$ cat config.mk
export PLATFORM = sky130hd
export DESIGN_NAME = evl_event_latch
export DESIGN_NICKNAME = d
export VERILOG_FILES = /design/src/rtl/evl_pkg.sv /design/src/rtl/evl_match.sv /design/src/rtl/evl_pick.sv /design/src/rtl/evl_cell.sv /design/src/rtl/evl_event_latch.sv
export SDC_FILE = /design/constraint.sdc
export NUM_CORES = 1
export LEC_CHECK = 0
export CORE_AREA = 2 2 153 155
export DETAILED_ROUTE_END_ITERATION = 7
export DIE_AREA = 0 0 155 157
export GPL_ROUTABILITY_DRIVEN = 0
export PLACE_DENSITY = 0.57
export SETUP_SLACK_MARGIN = 0.4
export SLEW_MARGIN = 30
export SYNTH_ARGS = -nofsm -noshare
export SYNTH_HDL_FRONTEND = slang
export SYNTH_HIERARCHICAL = 1
export SYNTH_SLANG_ARGS = --single-unit
$ cat constraint.sdc
create_clock -name clk -period 2.3 [get_ports clk]
set_clock_uncertainty 0.05 [all_clocks]
set_input_delay 0.23 -clock clk [delete_from_list [all_inputs] [get_ports clk]]
set_output_delay 0.23 -clock clk [all_outputs]
set_load 0.02 [all_outputs]
$ cat src/rtl/evl_pkg.sv
package evl_pkg;

  localparam int unsigned EVL_MAX_CH = 32;

  // Index of the lowest set bit, zero when the vector is empty.
  function automatic int unsigned first_set(input logic [EVL_MAX_CH-1:0] v);
    int unsigned idx;
    idx = 0;
    for (int i = EVL_MAX_CH - 1; i >= 0; i--) begin
      if (v[i]) idx = i;
    end
    return idx;
  endfunction

  // Mask of all bit positions strictly below idx.
  function automatic logic [EVL_MAX_CH-1:0] below_mask(input int unsigned idx);
    logic [EVL_MAX_CH-1:0] m;
    m = '0;
    for (int i = 0; i < EVL_MAX_CH; i++) begin
      if (i < int'(idx)) m[i] = 1'b1;
    end
    return m;
  endfunction

endpackage

$ cat src/rtl/evl_match.sv
module evl_match #(
  parameter int NCH = 8,
  parameter int AW  = 32,
  parameter int BEW = 4
) (
  input  logic             wr_valid,
  input  logic [AW-1:0]    wr_addr,
  input  logic [BEW-1:0]   wr_be,
  input  logic [NCH*AW-1:0] chan_addr,
  output logic [NCH-1:0]   hit
);

  logic lane_active;
  assign lane_active = wr_valid && (wr_be != '0);

  for (genvar g = 0; g < NCH; g++) begin : g_cmp
    logic [AW-1:0] target;
    assign target = chan_addr[g*AW +: AW];
    assign hit[g] = lane_active && (wr_addr == target);
  end

endmodule

$ cat src/rtl/evl_pick.sv
module evl_pick
  import evl_pkg::*;
#(
  parameter int NCH = 8,
  parameter int IW  = $clog2(NCH)
) (
  input  logic           clk,
  input  logic           rst_n,
  input  logic [NCH-1:0] req,
  output logic           valid,
  output logic [IW-1:0]  idx
);

  logic [EVL_MAX_CH-1:0] req_wide;
  assign req_wide = EVL_MAX_CH'(req);
  assign valid    = (req != '0);
  assign idx      = IW'(first_set(req_wide));

  // the offered index is pending and nothing below it is
  p_pick_lowest_r4: assert property (@(posedge clk) disable iff (!rst_n)
    valid |-> (req_wide[idx] && ((req_wide & below_mask(32'(idx))) == '0)));

endmodule

$ cat src/rtl/evl_cell.sv
module evl_cell (
  input  logic clk,
  input  logic rst_n,
  input  logic trig,
  input  logic drop,
  input  logic mclr,
  output logic evt,
  output logic miss
);

  logic miss_set;
  assign miss_set = trig && evt && !drop;

  always_ff @(posedge clk or negedge rst_n) begin
    if (!rst_n) begin
      evt  <= 1'b0;
      miss <= 1'b0;
    end else begin
      evt  <= trig || (evt && !drop);
      miss <= miss_set || (miss && !mclr);
    end
  end

  // a trigger always leaves the bit set
  p_trig_sets_r2: assert property (@(posedge clk) disable iff (!rst_n)
    trig |=> evt);

  // retrigger of a pending, non-dropped channel records a miss
  p_missed_r8: assert property (@(posedge clk) disable iff (!rst_n)
    (trig && evt && !drop) |=> miss);

  // a missed bit survives any cycle without a missed-clear
  p_miss_sticky_r9: assert property (@(posedge clk) disable iff (!rst_n)
    (miss && !mclr) |=> miss);

endmodule

$ cat src/rtl/evl_event_latch.sv
module evl_event_latch #(
  parameter int NCH = 8,
  parameter int AW  = 32,
  parameter int BEW = 4,
  parameter int RDW = 32,
  parameter int IW  = $clog2(NCH)
) (
  input  logic              clk,
  input  logic              rst_n,
  input  logic              wr_valid,
  input  logic [AW-1:0]     wr_addr,
  input  logic [BEW-1:0]    wr_be,
  input  logic [NCH*AW-1:0] chan_addr,
  input  logic [NCH-1:0]    chan_en,
  input  logic              clr_valid,
  input  logic [NCH-1:0]    clr_mask,
  input  logic              mclr_valid,
  input  logic [NCH-1:0]    mclr_mask,
  output logic              sub_valid,
  output logic [IW-1:0]     sub_chan,
  input  logic              sub_ready,
  output logic [RDW-1:0]    evt_rd,
  output logic [RDW-1:0]    miss_rd
);

  logic [NCH-1:0] hit_v;
  logic [NCH-1:0] trig_v;
  logic [NCH-1:0] clr_v;
  logic [NCH-1:0] svc_v;
  logic [NCH-1:0] drop_v;
  logic [NCH-1:0] mclr_v;
  logic [NCH-1:0] evt_v;
  logic [NCH-1:0] miss_v;
  logic           sub_fire;

  evl_match #(.NCH(NCH), .AW(AW), .BEW(BEW)) u_match (
    .wr_valid  (wr_valid),
    .wr_addr   (wr_addr),
    .wr_be     (wr_be),
    .chan_addr (chan_addr),
    .hit       (hit_v)
  );

  evl_pick #(.NCH(NCH), .IW(IW)) u_pick (
    .clk   (clk),
    .rst_n (rst_n),
    .req   (evt_v),
    .valid (sub_valid),
    .idx   (sub_chan)
  );

  assign trig_v   = hit_v & chan_en;
  assign clr_v    = clr_valid ? clr_mask : '0;
  assign mclr_v   = mclr_valid ? mclr_mask : '0;
  assign sub_fire = sub_valid && sub_ready;
  assign svc_v    = sub_fire ? (NCH'(1) << sub_chan) : '0;
  assign drop_v   = clr_v | svc_v;

  for (genvar g = 0; g < NCH; g++) begin : g_ch
    evl_cell u_cell (
      .clk   (clk),
      .rst_n (rst_n),
      .trig  (trig_v[g]),
      .drop  (drop_v[g]),
      .mclr  (mclr_v[g]),
      .evt   (evt_v[g]),
      .miss  (miss_v[g])
    );
  end

  assign evt_rd  = RDW'(evt_v);
  assign miss_rd = RDW'(miss_v);

  // an accepted, non-retriggered event is gone after the edge
  p_fire_clears_r5: assert property (@(posedge clk) disable iff (!rst_n)
    (sub_fire && !trig_v[sub_chan]) |=> !evt_v[$past(sub_chan)]);

  // no pending or missed bit rises on a channel that was disabled
  p_disabled_quiet_r3: assert property (@(posedge clk) disable iff (!rst_n)
    1'b1 |=> (((evt_v & ~$past(evt_v) & ~$past(chan_en)) == '0) &&
              ((miss_v & ~$past(miss_v) & ~$past(chan_en)) == '0)));

endmodule

Word-level counts from Yosys, hierarchy flattened
Cells that the tools add are included.

cells by class
  eq/ne operators = 8
  shifts and indexed selects = 1
  mux-type cells = 11
  bitwise gates (word level) = 2
  reductions and logical operators = 76

operators by type and width
  cell                 count
  $eq 32x32->1         8
  $logic_and 1x1->1    42
  $mux 3               8
  $mux 8               3
  $logic_not 1->1      16
  $logic_or 1x1->1     16
  $and 8x8->8          1
  $or 8x8->8           1
  $reduce_bool 8->1    1
  $shl 1x3->8 const A  1
  $reduce_bool 4->1    1

word-level totals
  flip-flop bits (word level) = 16
  bits of input ports = 322
  logic and storage cells = 114

Longest topological paths before layout
  depth in word-level cells = 14
  depth in mapped cells = 7
  depth with buffers taken out = 7

By module
The synthesis kept the hierarchy.

modules (own cells, without submodules)
  module           instances  cells each  area an instance (um^2)
  evl_match        1          377         3,318.2
  evl_cell         8          6           76.3
  evl_event_latch  1          85          586.8
  evl_pick         1          13          81.3

Worst setup path after synthesis
No wires, ideal clock.

  kind = register to register
  from = register g_ch[4].u_cell.evt
  to = register g_ch[1].u_cell.miss
  setup time = 0.122 ns
  arrival = 2.291 ns
  setup slack = -0.162 ns
  stages on the path, launching flop included = 6
  buffers on the path = 0
  period minus slack after synthesis = 2.462 ns
  path through = dfrtp_1 o41ai_1 nand2b_1 o21ai_0 inv_1 a32o_1

on the way
  word-level cells in the longest chain between the ends = 11

RTL lines
  what                    line                   text
  from (decl)             evl_cell.sv:7          output logic evt,
  from (signal assigned)  evl_cell.sv:19         evt <= trig || (evt && !drop);
  $mux 3 (5 in a row)     evl_pkg.sv:10          if (v[i]) idx = i;
  net sub_chan[0]         evl_event_latch.sv:20  output logic [IW-1:0] sub_chan,
  $shl 1x3->8             evl_event_latch.sv:56  assign svc_v = sub_fire ? (NCH'(1) << sub_chan) : '0;
  $mux 8                  evl_event_latch.sv:56
  $or 8x8->8              evl_event_latch.sv:57  assign drop_v = clr_v | svc_v;
  net drop_v[1]           evl_event_latch.sv:30  logic [NCH-1:0] drop_v;
  $logic_not 1->1         evl_cell.sv:12         assign miss_set = trig && evt && !drop;
  $logic_and 1x1->1       evl_cell.sv:12
  $logic_or 1x1->1        evl_cell.sv:20         miss <= miss_set || (miss && !mclr);
  to (signal assigned)    evl_cell.sv:20
  to (decl)               evl_cell.sv:8          output logic miss

The timed path passes the listed nets, and every way through them passes these cells.

Worst setup path in the final report
  from = register g_ch[4].u_cell.evt
  to = register g_ch[3].u_cell.miss

on the way
  word-level cells in the longest chain between the ends = 11

RTL lines
  what                  line
  $mux 3 (5 in a row)   evl_pkg.sv:10
  $shl 1x3->8           evl_event_latch.sv:56
  $mux 8 *              evl_event_latch.sv:56
  $or 8x8->8 *          evl_event_latch.sv:57
  net drop_v[3]         evl_event_latch.sv:30
  $logic_not 1->1 *     evl_cell.sv:12
  $logic_and 1x1->1 *   evl_cell.sv:12
  $logic_or 1x1->1 *    evl_cell.sv:20
  to (signal assigned)  evl_cell.sv:20
  to (decl)             evl_cell.sv:8

Mark *: on every way through the listed nets, which the timed path passes. The rest lies on a longest branch.

==> flow_summary.toml <==
[finish]
drive_above_1_share = 0.2821
area_growth_pct = 113.3
layout.cells.non_filler = 1271
seq_area_sq_um = 406.6
fin_util = 0.4357
fill_cells = 2278
final_cell_mix = "clkdlybuf4s50_1, xor2_1, buf_4, conb_1, nor4_2"
final_common_cell = "clkdlybuf4s50_1"
multi_input_area_sq_um = 4039
finalNetCount = 1305

[placed_design]
hpwlAfterDp_um = 23350
port_buffers = 341
dp.cells = 1206
place_ws_ns = -0.3560

[sta]
setup_violations = 0
slew_headroom = 0.4892
hold_viol_final = 0
fin_ws_ns = 0.3697
fmax_mhz = 518.1
rsz0062_at_grt = "yes"
drv_slew = 0
worstMarginPinSlew_ns = 0.7639
fin_crit_sh = 0.8393
fin_crit_ns = 1.930

[synthesis]
avgSynthCellArea_sq_um = 8.790
synth-seq-cells = 16
yosys_warnings = 6
ys_types = 30
syn_area_sq_um = 4597
netlist_instances = 523
ys_seq_area_frac = 0.08710

[pwr]
power_frac_seq = 0.127
switching_share = 0.3575
power.density_nw_per_um2 = 227.3
p_leak_nw = 4.235
pwr-share-clk = 0.150
p_comb_frac = 0.723
peakVddDrop_uv = 297.5
p_total_mw = 2.229
p_switching_mw = 0.7968
p_int_mw = 1.432

[run]
max_cap_violations = 0

[clocking]
root_buffer = "clkbuf_16"
clkSlewWorstSetupHoldPaths_ns = 0.05
clockBufferDepth = 2
cts_max_level = 1
cts_buffers = 3
clock-sinks = 16
tritoncts = "yes"
insertion_delay_ns = 0.24

[setup_path]
worstRegToRegCells = 6
critPathBufInv = 1
r2r-start = "g_ch[4].u_cell/evt$_DFF_PN0_"
path_class = "register to register"
worstPathArrival_ns = 2.01
worst-endpoint-required_ns = 2.38
slowest_delay_ns = 0.46
cp-start-kind = "register"
r2r-end = "g_ch[3].u_cell/miss$_DFF_PN0_"
critPathCaptureType = "register"
cp_max_fo = 5
rrSetupSlack_ns = 0.37
critPathSlowestCell = "dfrtp_2"
crit_chain = "nor4_4 -> and3b_2 -> and3b_2 -> a32o_1 -> inv_1 -> a32o_1"
crit_family = "simple AND/OR/NAND/NOR gates"

[floorplanning]
fp.dieW_um = 155
start_util = 0.2043
ios = 390
die_h_um = 157
coreArea_sq_um = 22500
dieArea_sq_um = 24340
row_count = 55

[global_routing]
grt_pass1_vias = 5677
antenna_found_initial = 3
grt_max_degree = 17
grt_overflow = 0
grt_pass1_wl_um = 36240
track_usage = 0.2069

[detailed_routing]
dr.first_iter.drc_count = 138
drc = 0
dr.pass1.iters = 4
vias = 5251
drt-total-wl_um = 26670
post_drt_wl_per_cell_um = 20.98
avgViaCountPerCell = 4.131
ant_nets = 0

[hold_path]
hp-class = "input port to async pin"

[run_status]
status = "complete, no violations"
[per-stage QoR]
| stage | hold WS, ns | setup TNS (ns) | cell area (sq um) |
|---|---|---|---|
| after global routing | 0.4409 | 0 | 9799 |
| final | 0.3908 | 0 | 9804 |
| after CTS | 0.4115 | 0 | 9382 |
| after global placement | 0.4269 | -2.308 | 8727 |
| after floorplan | -0.1156 | 0 | 4815 |
| after detailed placement | 0.4362 | -2.481 | 8727 |
[timing repair]
item	4_1_cts	5_1_grt
gates resized for setup	184	85
pin swaps	52	50
hold buffers	0	0
setup buffers	43	14
endpoints found under the setup margin	20	18
[how the worst max path moves through the flow]
stage	start	to	slack (ns)	cells past startpoint
2_1_floorplan	g_ch[5].u_cell/evt$_DFF_PN0_	g_ch[3].u_cell/miss$_DFF_PN0_	0.40	6
6_report	g_ch[4].u_cell/evt$_DFF_PN0_	g_ch[3].u_cell/miss$_DFF_PN0_	0.37	6
4_1_cts	chan_addr[84]	g_ch[2].u_cell/miss$_DFF_PN0_	0.33	8
3_3_place_gp	wr_addr[14]	g_ch[4].u_cell/miss$_DFF_PN0_	-0.42	10
5_1_grt	wr_addr[7]	g_ch[3].u_cell/miss$_DFF_PN0_	0.32	11
3_5_place_dp	wr_addr[14]	g_ch[4].u_cell/miss$_DFF_PN0_	-0.36	10
[power groups by stage]
stage	combinational [mW]	sequential (mW)	clock (mW)
global placement	1.46	0.287	0
floorplan	0.645	0.287	0
finish	1.61	0.282	0.335
detailed placement	1.46	0.287	0
global route	1.71	0.282	0.359
CTS	1.56	0.282	0.341
[Yosys cell counts]
library cell  instances  area (sq um)
nand3_1              10         50.05
a21boi_0              1         7.510
a21o_2                8         70.07
a22o_2                1         10.01
nor2b_1               1         6.260
conb_1                1         3.750
xnor2_1              32         280.3
nor4_1               35         219.0
clkbuf_1              1         3.750
nand2b_1              2         12.51
nand2_1               4         15.01
nor4_2               30         375.4
nor2_1                4         15.01
a21oi_1               1         5.000
a32o_1               10         100.1
xor2_1              224          1962
and3_2                1         7.510
nand3b_1              1         7.510
and2_1               16         100.1
o41ai_1               1         8.760
and3b_1               2         17.52
buf_6                23         259.0
inv_1                17         63.81
o21bai_1              1         7.510
dfrtp_1              16         400.4
nand4_1              16         100.1
buf_4                57         427.9
o21ai_0               5         25.02
o41ai_4               1         27.53
a22o_1                1         8.760
[flip-flops by register name, indices dropped and copies added, names as in the netlist]
name	flops
g_ch.u_cell/miss	8
g_ch.u_cell/evt	8
[worst register-to-register path, stage by stage (launching register included)]
cell	delay, ns
dfrtp_2	0.46
nor4_4	0.29
and3b_2	0.26
and3b_2	0.28
a32o_1	0.17
inv_1	0.05
a32o_1	0.25
[final cells by class]
type | count | area share
multi-input cells | 456 | 0.4119
repair buffers | 489 | 0.4946
diodes | 4 | 0.001021
flip-flops and latches | 16 | 0.04148
clock buffers | 4 | 0.008040
well taps | 285 | 0.03637
inverters | 17 | 0.006508
[logic make-up (layout without fill, tap and decap cells)]
kind of cell | after synthesis | in the layout | share of synthesized area
AO/OA/AOI/OAI | 30 | 30 | 0.05879
flip-flops | 16 | 16 | 0.08710
other | 1 | 52 | 0.0008158
buffers and inverters | 98 | 510 | 0.1641
AND/OR/NAND/NOR | 122 | 122 | 0.2014
XOR/XNOR | 256 | 256 | 0.4878
[layer usage]
layer  vias up  routed length [um]  global-route usage
li1       2579                   -                   -
met1      2381               10140              0.2358
met2       261               14080              0.3979
met3        30                1863             0.03992
met4         0                 583             0.04365
met5         -                   0                   0
Note: power is estimated with default switching activity, not from simulation.
